**config.mk**
```make
export PLATFORM = sky130hd
export DESIGN_NAME = cyc_stamp_unit
export DESIGN_NICKNAME = d
export VERILOG_FILES = /design/src/rtl/cyc_stamp_pkg.sv /design/src/rtl/cyc_stamp_ctr.sv /design/src/rtl/cyc_stamp_gate.sv /design/src/rtl/cyc_stamp_resp.sv /design/src/rtl/cyc_stamp_unit.sv
export SDC_FILE = /design/constraint.sdc
export NUM_CORES = 1
export LEC_CHECK = 0
export BUFFER_PORTS_ARGS = -buffer_cell sky130_fd_sc_hd__buf_2
export CAP_MARGIN = 25
export CORE_ASPECT_RATIO = 1.1
export CORE_UTILIZATION = 30
export DETAILED_ROUTE_END_ITERATION = 7
export PLACE_DENSITY_LB_ADDON = 0.1
export SLEW_MARGIN = 20
export SYNTH_ARGS = -nofsm -noshare
export SYNTH_HDL_FRONTEND = slang
export SYNTH_HIERARCHICAL = 1
export SYNTH_SLANG_ARGS = --single-unit
```
**constraint.sdc**
```tcl
create_clock -name clk -period 3.5 [get_ports clk]
set_clock_uncertainty 0.1 [all_clocks]
set_input_delay 0 -clock clk [delete_from_list [all_inputs] [get_ports clk]]
set_output_delay 0 -clock clk [all_outputs]
set_load 0.01 [all_outputs]
```
**src/rtl/cyc_stamp_pkg.sv**
```systemverilog
package cyc_stamp_pkg;

  typedef enum logic [1:0] {
    CM_REAL = 2'd0,
    CM_PROT = 2'd1,
    CM_V86  = 2'd2,
    CM_RSVD = 2'd3
  } cpu_mode_e;

  localparam int          PL_W      = 2;
  localparam logic [PL_W-1:0] PL_KERNEL = '0;

endpackage

```
**src/rtl/cyc_stamp_ctr.sv**
```systemverilog
module cyc_stamp_ctr #(
  parameter int CNT_W = 64
) (
  input  logic             clk,
  input  logic             rst_n,
  output logic [CNT_W-1:0] cnt_q
);

  logic [CNT_W-1:0] cnt_d;

  always_comb begin
    cnt_d = cnt_q + {{(CNT_W-1){1'b0}}, 1'b1};
  end

  always_ff @(posedge clk or negedge rst_n) begin
    if (!rst_n) cnt_q <= '0;
    else        cnt_q <= cnt_d;
  end

endmodule

```
**src/rtl/cyc_stamp_gate.sv**
```systemverilog
module cyc_stamp_gate
  import cyc_stamp_pkg::*;
#(
  parameter int FC_W = 16
) (
  input  logic            rd_req,
  input  logic            reg_rd_req,
  input  cpu_mode_e       mode,
  input  logic [PL_W-1:0] pl,
  input  logic            lock,
  output logic            grant,
  output logic            refuse,
  output logic [FC_W-1:0] err_code
);

  logic kernel;
  logic norm_ok;

  always_comb begin
    kernel = (pl == PL_KERNEL);
    case (mode)
      CM_PROT: norm_ok = !lock || kernel;
      CM_V86:  norm_ok = !lock;
      CM_REAL: norm_ok = !lock;
      default: norm_ok = !lock;
    endcase
  end

  always_comb begin
    grant    = 1'b0;
    refuse   = 1'b0;
    err_code = '0;
    if (reg_rd_req) begin
      grant  = kernel;
      refuse = !kernel;
    end else if (rd_req) begin
      grant  = norm_ok;
      refuse = !norm_ok;
    end
  end

endmodule

```
**src/rtl/cyc_stamp_resp.sv**
```systemverilog
module cyc_stamp_resp #(
  parameter int HALF_W = 32,
  parameter int FC_W   = 16
) (
  input  logic                  clk,
  input  logic                  rst_n,
  input  logic                  grant,
  input  logic                  refuse,
  input  logic [FC_W-1:0]       err_code,
  input  logic [2*HALF_W-1:0]   cnt,
  output logic                  data_vld,
  output logic                  fault_vld,
  output logic [HALF_W-1:0]     hi,
  output logic [HALF_W-1:0]     lo,
  output logic [FC_W-1:0]       fcode
);

  localparam int WORD_W = 2 * HALF_W;

  logic              data_vld_q, fault_vld_q;
  logic              data_vld_d, fault_vld_d;
  logic [WORD_W-1:0] word_q, word_d;
  logic              word_en;
  logic [FC_W-1:0]   fcode_q, fcode_d;
  logic              fcode_en;

  always_comb begin
    data_vld_d  = grant;
    fault_vld_d = refuse && !grant;
    word_d      = grant ? cnt : '0;
    word_en     = grant || data_vld_q;
    fcode_d     = refuse ? err_code : '0;
    fcode_en    = refuse || fault_vld_q;
  end

  always_ff @(posedge clk or negedge rst_n) begin
    if (!rst_n) begin
      data_vld_q  <= 1'b0;
      fault_vld_q <= 1'b0;
    end else begin
      data_vld_q  <= data_vld_d;
      fault_vld_q <= fault_vld_d;
    end
  end

  always_ff @(posedge clk or negedge rst_n) begin
    if (!rst_n)       word_q <= '0;
    else if (word_en) word_q <= word_d;
  end

  always_ff @(posedge clk or negedge rst_n) begin
    if (!rst_n)        fcode_q <= '0;
    else if (fcode_en) fcode_q <= fcode_d;
  end

  assign data_vld  = data_vld_q;
  assign fault_vld = fault_vld_q;
  assign hi        = word_q[WORD_W-1:HALF_W];
  assign lo        = word_q[HALF_W-1:0];
  assign fcode     = fcode_q;

endmodule

```
**src/rtl/cyc_stamp_unit.sv**
```systemverilog
module cyc_stamp_unit
  import cyc_stamp_pkg::*;
#(
  parameter int HALF_W = 32,
  parameter int FC_W   = 16
) (
  input  logic              clk,
  input  logic              rst_n,
  input  logic              rd_req,
  input  logic              reg_rd_req,
  input  logic [1:0]        cpu_mode,
  input  logic [1:0]        priv_lvl,
  input  logic              stamp_lock,
  output logic              rsp_data_vld,
  output logic [HALF_W-1:0] rsp_hi,
  output logic [HALF_W-1:0] rsp_lo,
  output logic              rsp_fault_vld,
  output logic [FC_W-1:0]   rsp_fault_code
);

  localparam int CNT_W = 2 * HALF_W;

  logic [CNT_W-1:0] cnt_q;
  logic             grant, refuse;
  logic [FC_W-1:0]  err_code;
  cpu_mode_e        mode_e;

  assign mode_e = cpu_mode_e'(cpu_mode);

  cyc_stamp_ctr #(.CNT_W(CNT_W)) u_ctr (
    .clk   (clk),
    .rst_n (rst_n),
    .cnt_q (cnt_q)
  );

  cyc_stamp_gate #(.FC_W(FC_W)) u_gate (
    .rd_req     (rd_req),
    .reg_rd_req (reg_rd_req),
    .mode       (mode_e),
    .pl         (priv_lvl),
    .lock       (stamp_lock),
    .grant      (grant),
    .refuse     (refuse),
    .err_code   (err_code)
  );

  cyc_stamp_resp #(.HALF_W(HALF_W), .FC_W(FC_W)) u_resp (
    .clk       (clk),
    .rst_n     (rst_n),
    .grant     (grant),
    .refuse    (refuse),
    .err_code  (err_code),
    .cnt       (cnt_q),
    .data_vld  (rsp_data_vld),
    .fault_vld (rsp_fault_vld),
    .hi        (rsp_hi),
    .lo        (rsp_lo),
    .fcode     (rsp_fault_code)
  );

endmodule

```
==> results.cfg, run 1 <==
[clocking]
cts_root_buffer = clkbuf_16
ctsLongestPathBuffers = 2
cts.sink_count = 146
cts_tree = done
ctsResizeCount = 0
clock_latency_ns = 0.42
cts_max_level = 4
cts-buffers-inserted = 17
cts.clk_slew.worst_paths_ns = 0.06
cts-hold-fix-buffers = 1
cts_setup_buffers = 0

[synth]
synthFlopType = dfrtp_1
synth_edf_count = 0
synth_top_area_share_pct = 60.0
synthCells = 480
synth_area_leaders = dfrtp_1 60%, a22o_1 12%, xor2_1 4.9%
ys_ff_latch = 146
yosysUniqueCellTypes = 35
yosys.area.top_type = dfrtp_1
syn_avg_cell_area_sq_um = 12.7
synth-warning-count = 6
synthArstFlopShare_pct = 100
synth.most_common_cell = dfrtp_1
yosys-top-cells-count = 146 x dfrtp_1, 80 x a22o_1, 34 x xor2_1
ys_seq_area_share_pct = 60.0
mappedNetlistArea_sq_mm = 0.00609

[pwr]
p_int_mw = 2.85
peakVddDrop_mv = 0.374
p_seq_share_pct = 47.1
switching_power_mw = 0.832
power_leakage_nw = 3.62
clockPowerShare_pct = 47.7
finalPower_mw = 3.69
power.share.switching_pct = 22.6
powerDensity_mw_per_mm2 = 508
pwr-share-comb_pct = 5.2

[floorplanning]
die_y_microns = 151
die_w_microns = 138
ios = 91
die_area_sq_mm = 0.0209
rows = 54
coreArea_sq_mm = 0.0199
start_util_pct = 30.7

[global_route]
grt_usage_pct = 14.2
gr-total-overflow = 0
grt_pass1_vias = 4114
grt_pass1_wl_mm = 22.4
antenna_found_initial = 0
grt_max_degree = 86

[routing]
routed_wl_mm = 13.6
first_pass_iters = 4
routed_via_density = 4.73
vias = 3961
wire_per_inst_microns = 16.2
drc = 0
ant_nets = 0
dr.first_iter.drc_count = 186

[finish]
area_growth_pct = 19.2
fillCellCount = 1952
utilization_pct = 36.6
stdcell_area_sq_mm = 0.00726
drive_gt1_share_pct = 24.6
nNetsFinal = 583
diodes = 0

[critical_path]
required_ns = 3.73
slowest_delay_ns = 0.50
worstPathArrival_ns = 2.65
cp_max_fo = 15
reg2regPathDepth = 6
rrSetupSlack_ns = 1.08
crit-reg2reg-launch = u_ctr/cnt_q[0]$_DFF_PN0_
crit_path_cell_trace = ha_1 -> nand3_1 -> nor3_2 -> nand3_4 -> nor4_1 -> xor2_1
worst-path-buf-inv = 0
regToRegEndpoint = u_ctr/cnt_q[48]$_DFF_PN0_
worstSetupPathDepth = 6
path_class = flop to flop
cp_slowest_cell = nor3_2
crit_family = simple AND/OR/NAND/NOR gates
end_kind = flop
start_kind = flop

[sta]
slew_headroom_pct = 44.8
hold_viol = 0
maxSlewViolCount = 0
finalWorstSetupSlack_ns = 1.08
rsz0062_at_grt = false
setup_violations = 0
fin_crit_ns = 2.42
worstMarginPinSlew_ns = 0.828
tns_ns = 0
clock.fmax_ghz = 0.414
fin_crit_sh_pct = 69.1

[place]
dp_hpwl_mm = 8.77
place_area_sq_mm = 0.00668
dp_worst_setup_slack_ns = 1.08
place.gp.congestion = 0.737
io_buffers = 90

[run_status]
status = completed

[run]
drv_cap = 0

[min_path]
hold_class = primary input to async pin
## state kept, by name (all words and copies together) (netlist names)
| signal | count |
|---|---|
| u_ctr/cnt_q | 64 |
| u_resp/word_q | 64 |
| u_resp/fcode | 16 |
| u_resp/data_vld | 1 |
| u_resp/fault_vld | 1 |
## metrics by stage
step           hold slack [ns]  instances
4_1_cts                  0.119        837
3_3_place_gp            0.0262        805
6_report                0.0602        837
5_1_grt                  0.156        837
2_1_floorplan           -0.396        495
3_5_place_dp            0.0236        805
## power by group through the flow
stage / clock network (mW) / registers, mW / logic (mW)
after floorplan: 0 / 1.78 / 0.113
after global placement: 0 / 1.77 / 0.194
after detailed placement: 0 / 1.77 / 0.197
after CTS: 1.82 / 1.74 / 0.199
after global routing: 1.91 / 1.74 / 0.215
final: 1.76 / 1.74 / 0.191
## metal layers
| layer | vias to the layer above | GRT usage, % | wire [microns] |
|---|---|---|---|
| li1 | 1885 | - | - |
| met4 | 0 | 5.27 | 182 |
| met2 | 70 | 22.0 | 6550 |
| met1 | 1992 | 19.1 | 6410 |
| met5 | - | 0 | 0 |
| met3 | 14 | 3.49 | 447 |
## cell type report
| type | count | area, sq um | share of cell area [%] |
|---|---|---|---|
| multi-input cells | 305 | 2180 | 30.1 |
| clock buffers | 21 | 460 | 6.34 |
| clock inverters | 10 | 110 | 1.52 |
| flip-flops and latches | 146 | 3650 | 50.3 |
| inverters | 8 | 30.0 | 0.414 |
| well taps | 252 | 315 | 4.34 |
| repair buffers | 95 | 509 | 7.01 |
## layout by cell type (no fill, tap or decap), types with 8 or more instances in the layout
master and n:
a22o_1 80, buf_2 89, clkbuf_16 17, conb_1 16, dfrtp_1 146, inv_1 8
nand2_1 32, nand3_1 22, nand4_1 18, nor2_1 25, nor3_1 12, nor3_2 9
xnor2_1 28, xor2_1 34
## cell families after synthesis
family	count (synthesis)	synth area share (%)
AOI/OAI and AO/OA	83	11.8
other	1	0.0616
DFF	146	60.0
buffers and inverters	44	5.18
and+or+nand+nor	143	13.8
adders and majority gates	1	0.205
xor gates and xnor gates	62	8.91
## worst max-delay path by stage
stage / startpoint / endpoint / slack [ns]
floorplan: u_ctr/cnt_q[9]$_DFF_PN0_ / u_ctr/cnt_q[37]$_DFF_PN0_ / 1.62
global placement: u_ctr/cnt_q[0]$_DFF_PN0_ / u_ctr/cnt_q[48]$_DFF_PN0_ / 1.14
detailed placement: u_ctr/cnt_q[0]$_DFF_PN0_ / u_ctr/cnt_q[48]$_DFF_PN0_ / 1.08
CTS: u_ctr/cnt_q[0]$_DFF_PN0_ / u_ctr/cnt_q[48]$_DFF_PN0_ / 1.03
global route: u_ctr/cnt_q[0]$_DFF_PN0_ / u_ctr/cnt_q[48]$_DFF_PN0_ / 0.88
finish: u_ctr/cnt_q[0]$_DFF_PN0_ / u_ctr/cnt_q[48]$_DFF_PN0_ / 1.08
No activity file was read; power rests on OpenSTA's default activity.
==> run 2, diff against run 1 <==
clock period = 2.04 ns   (was 3.5 ns; I/O delays follow)
==> run 2 against run 1 <==
First-iteration DRC count fell by 0.54%. Sequential cell count did not move. Clock power rose by 83%. Largest cell class unchanged. Sequential power rose by 71%. Largest power group unchanged. Highest routed layer unchanged. Die area did not move. Via count rose by 4.8%. Critical path type unchanged.
==> results.cfg, run 2 (synthesis results as in run 1) <==
[place]
dp_worst_setup_slack_ns = -0.0441
place.gp.congestion = 0.796
dp_hpwl_mm = 9.56
io_buffers = 90

[routing]
wire_per_inst_microns = 16.1
routed_via_density = 4.75
vias = 4150
first_pass_iters = 4
ant_nets = 0
drc = 0
dr.first_iter.drc_count = 185
routed_wl_mm = 14.1

[global_route]
grt_pass1_wl_mm = 23.0
gr-total-overflow = 0
antenna_found_initial = 0
grt_max_degree = 52
grt_usage_pct = 14.6
grt_pass1_vias = 4226

[sta]
fin_crit_sh_pct = 96.1
maxSlewViolCount = 0
fin_crit_ns = 1.96
clock.fmax_ghz = 0.510
finalWorstSetupSlack_ns = 0.0802
setup_violations = 0
hold_viol = 0
rsz0062_at_grt = true

[critical_path]
required_ns = 2.28
start_kind = flop
path_class = flop to flop
end_kind = flop
setup.worst_path.start = u_ctr/cnt_q[16]$_DFF_PN0_
rrSetupSlack_ns = 0.08
reg2regPathDepth = 8
regToRegEndpoint = u_ctr/cnt_q[46]$_DFF_PN0_
cp-endpoint = u_ctr/cnt_q[46]$_DFF_PN0_
crit-reg2reg-launch = u_ctr/cnt_q[16]$_DFF_PN0_
cp_max_fo = 8
worstPathArrival_ns = 2.20

[clocking]
clock_latency_ns = 0.42
cts_root_buffer = clkbuf_16
ctsLongestPathBuffers = 2
cts_tree = done
cts.sink_count = 146
cts-buffers-inserted = 17
cts.clk_slew.worst_paths_ns = 0.06
cts_max_level = 4

[finish]
fillCellCount = 1974
area_growth_pct = 25.9
diodes = 0
seqCellArea_sq_mm = 0.00365
multi_input_area_sq_mm = 0.00222
drive_gt1_share_pct = 30.2
layout_commonest_cell = dfrtp_1
layout_common_cells = 145 x dfrtp_1, 89 x buf_2, 80 x a22o_1, 34 x xor2_1, 32 x buf_4
nNetsFinal = 619

[run_status]
status = completed

[run]
drv_cap = 0

[floorplanning]
ios = 91
start_util_pct = 30.7
die_y_microns = 151
die_w_microns = 138
rows = 54
die_area_sq_mm = 0.0209
coreArea_sq_mm = 0.0199

[pwr]
finalPower_mw = 6.55
peakVddDrop_mv = 0.563
powerDensity_mw_per_mm2 = 854
power_leakage_nw = 3.89

[min_path]
hold_class = primary input to flop
-- run 2: cell types whose count changed in the layout (fill, tap and decap cells not counted), moves of 2 or more --
| cell | change |
|---|---|
| clkbuf_1 | -2 |
| clkinvlp_4 | -2 |
| buf_12 | +4 |
| dlygate4sd3_1 | +2 |
| buf_4 | +29 |
| clkinv_4 | +4 |
-- run 2: metrics by stage --
stage | hold slack, ns | cell area [sq um] | TNS [ns] | std cells | utilization [%]
after floorplan | -0.396 | 6150 | 0 | 495 | -
after global placement | -0.134 | 6920 | 0 | 833 | 34.8
after detailed placement | -0.123 | 6920 | -0.0769 | 833 | 34.8
after CTS | 0.0733 | 7600 | 0 | 870 | 38.3
after global routing | 0.119 | 7670 | -0.0516 | 874 | 38.6
final | 0.0898 | 7670 | 0 | 874 | 38.6
-- run 2: layout make-up --
type,instances,share of cell area (%)
multi-input cells,305,28.9
clock inverters,13,2.09
flip-flops and latches,146,47.6
inverters,8,0.391
well taps,252,4.11
repair buffers,131,10.9
clock buffers,19,5.90
-- run 2: per-layer routing --
metal  track usage, %  wire [microns]  vias to the layer above
met5                0               0                        -
met4             5.76             170                        0
met3             3.56             524                       13
met2             23.5            7050                       75
met1             18.9            6350                     2116
li1                 -               -                     1946
-- run 2: how the worst min path moves through the flow --
stage | from | to | slack, ns | depth (start not counted)
floorplan | rst_n | u_ctr/cnt_q[0]$_DFF_PN0_ | -0.40 | 0
global placement | rst_n | u_resp/fcode[6]$_DFFE_PN0P_ | -0.13 | 1
detailed placement | rst_n | u_resp/fcode[6]$_DFFE_PN0P_ | -0.12 | 1
CTS | rd_req | u_resp/data_vld$_DFF_PN0_ | 0.07 | 4
global route | rd_req | u_resp/data_vld$_DFF_PN0_ | 0.12 | 4
finish | rd_req | u_resp/data_vld$_DFF_PN0_ | 0.09 | 4
-- run 2: worst max-delay path: stages (launching register included) --
cell and delay (ns):
dfrtp_1 0.35, buf_4 0.14, nand4_1 0.15, nor4_4 0.24, buf_4 0.19, nand3_4 0.15, buf_4 0.18, nor3_1 0.22
xor2_1 0.17
-- run 2: where the power goes --
group	leakage (nW)	switching [mW]	internal (mW)	total [mW]
Combinational	1.60	0.232	0.118	0.350
Clock	0.299	1.23	1.99	3.22
Sequential	1.99	0.0328	2.95	2.98
-- run 2: repair_timing --
item / 4_1_cts / 5_1_grt
hold buffers: 3 / 0
resized for setup: 0 / 10
setup buffers: 2 / 4
gates cloned: 0 / 0
pin swaps: 1 / 3
endpoints found under the hold margin: 146 / 0
endpoints found under the setup margin: 6 / 19
==> run 3, diff against run 2 <==
ABC_AREA = 0   (was not set)
clock period = 1.96 ns   (was 2.04 ns; I/O delays follow)
==> run 3 against run 2 <==
The flow now finishes with violations (hold timing). Global-route usage shrank 0.089 points. Critical endpoint is now u_ctr/cnt_q[49]$_DFF_PN0_. Combinational power is 4% higher. Power is 4.7% higher. Final cell count rose by 1.4%. Register-to-register slack lost 0.03 ns.
==> results.cfg, run 3 (synthesis results as in run 1) <==
[run_status]
status = complete, but fails checks
violations = hold timing

[critical_path]
start_kind = flop
crit-reg2reg-launch = u_ctr/cnt_q[16]$_DFF_PN0_
reg2regPathDepth = 7
worstPathArrival_ns = 2.14
path_class = flop to flop
worstSetupPathDepth = 7
rrSetupSlack_ns = 0.05
crit_path_cell_trace = nand4_1 -> nor4_4 -> buf_4 -> nand4b_4 -> buf_12 -> nor4_2 -> xor2_1
slowest_delay_ns = 0.38
end_kind = flop
cp_slowest_cell = dfrtp_1
crit_family = simple AND/OR/NAND/NOR gates
setup.worst_path.start = u_ctr/cnt_q[16]$_DFF_PN0_
cp_max_fo = 16
worst-path-buf-inv = 2
required_ns = 2.19

[routing]
dr.first_iter.drc_count = 141
ant_nets = 0
vias = 4124
first_pass_iters = 4
wire_per_inst_microns = 16.0
drc = 0
routed_via_density = 4.65
routed_wl_mm = 14.1

[global_route]
use_met3_pct = 4.03
grt_use_met1_pct = 18.5
grt_pass1_vias = 4316
gr-total-overflow = 0
grt_max_degree = 52
gr-usage-met2_pct = 23.6
grt_pass1_wl_mm = 23.0
top_usage_layer = met2
antenna_found_initial = 0
grt_usage_pct = 14.6

[finish]
area_growth_pct = 28.1
nNetsFinal = 631
fillCellCount = 1970
layout_common_cells = 145 x dfrtp_1, 89 x buf_2, 80 x a22o_1, 46 x buf_4, 34 x xor2_1
drive_gt1_share_pct = 32.2
instances_no_fill = 886
layout_commonest_cell = dfrtp_1
diodes = 0

[sta]
finalWorstSetupSlack_ns = 0.0507
setup_violations = 0
tns_ns = 0
clock.fmax_ghz = 0.524
maxSlewViolCount = 0
rsz0062_at_grt = true
hold_viol = 12
fin_crit_ns = 1.91
fin_crit_sh_pct = 97.4
whs_ns = -0.0122

[clocking]
ctsLongestPathBuffers = 2
cts-buffers-inserted = 17
cts_max_level = 4
cts.clk_slew.worst_paths_ns = 0.06
cts.sink_count = 146
cts_tree = done
clock_latency_ns = 0.41
cts_root_buffer = clkbuf_16

[floorplanning]
start_util_pct = 30.7
rows = 54
die_area_sq_mm = 0.0209
die_w_microns = 138
ios = 91
die_y_microns = 151
coreArea_sq_mm = 0.0199

[pwr]
power_leakage_nw = 3.95
finalPower_mw = 6.86
peakVddDrop_mv = 0.560
powerDensity_mw_per_mm2 = 879

[min_path]
hold_class = primary input to async pin

[place]
dp_cells = 847
place.gp.congestion = 0.747
dp_worst_setup_slack_ns = -0.0491
dp_hpwl_mm = 9.55
io_buffers = 90

[run]
drv_cap = 0
[run 3: cell count changes in the layout (fill, tap and decap cells not counted), moves of 2 or more]
| cell | change |
|---|---|
| nor3_1 | -3 |
| nor4_2 | +2 |
| clkinv_4 | -3 |
| clkbuf_1 | +3 |
| clkinv_2 | -4 |
| buf_4 | +14 |
| dlygate4sd3_1 | -2 |
| nor4_1 | -2 |
| clkbuf_8 | +3 |
| nor3_2 | +3 |
[run 3: through the flow]
| step | area, sq um | util [%] |
|---|---|---|
| 6_report | 7800 | 39.3 |
| 5_1_grt | 7800 | 39.3 |
| 4_1_cts | 7690 | 38.7 |
| 3_5_place_dp | 7030 | 35.4 |
| 3_3_place_gp | 7030 | 35.4 |
| 2_1_floorplan | 6150 | - |
[run 3: metal layers]
| layer | vias up | part of all wire, % |
|---|---|---|
| met1 | 2083 | 46 |
| met2 | 56 | 50 |
| li1 | 1977 | - |
| met4 | 0 | 0.76 |
| met3 | 8 | 3.3 |
| met5 | - | 0 |
[run 3: power breakdown]
part           total (mW)  switching (mW)  internal, mW
Sequential           3.10          0.0339          3.07
Clock                3.39            1.21          2.18
Combinational       0.364           0.240         0.124
[run 3: worst paths after layout]
check / endpoint
max reg2reg: u_ctr/cnt_q[49]$_DFF_PN0_
max in group asynchronous: u_ctr/cnt_q[17]$_DFF_PN0_
min in group clk: u_resp/data_vld$_DFF_PN0_
max: u_ctr/cnt_q[49]$_DFF_PN0_
min reg2reg: u_resp/word_q[53]$_DFFE_PN0P_
min: u_resp/fcode[2]$_DFFE_PN0P_
[run 3: what timing repair did]
| item | in CTS | in global routing |
|---|---|---|
| endpoints found under the hold margin | 146 | 0 |
| hold buffers | 1 | 0 |
| resized for setup | 0 | 15 |
| setup endpoints to repair | 11 | 22 |
| pin swaps | 1 | 3 |
| gates cloned | 0 | 0 |
| setup buffers | 1 | 5 |
[run 3: cell type report]
type | instances | area, sq um | share of cell area (%)
Inverter | 8 | 30.0 | 0.385
Clock inverter | 7 | 121 | 1.56
Clock buffer | 25 | 505 | 6.48
Tap cell | 252 | 315 | 4.04
Sequential cell | 146 | 3650 | 46.8
Timing Repair Buffer | 143 | 923 | 11.8
Multi-Input combinational cell | 305 | 2250 | 28.9
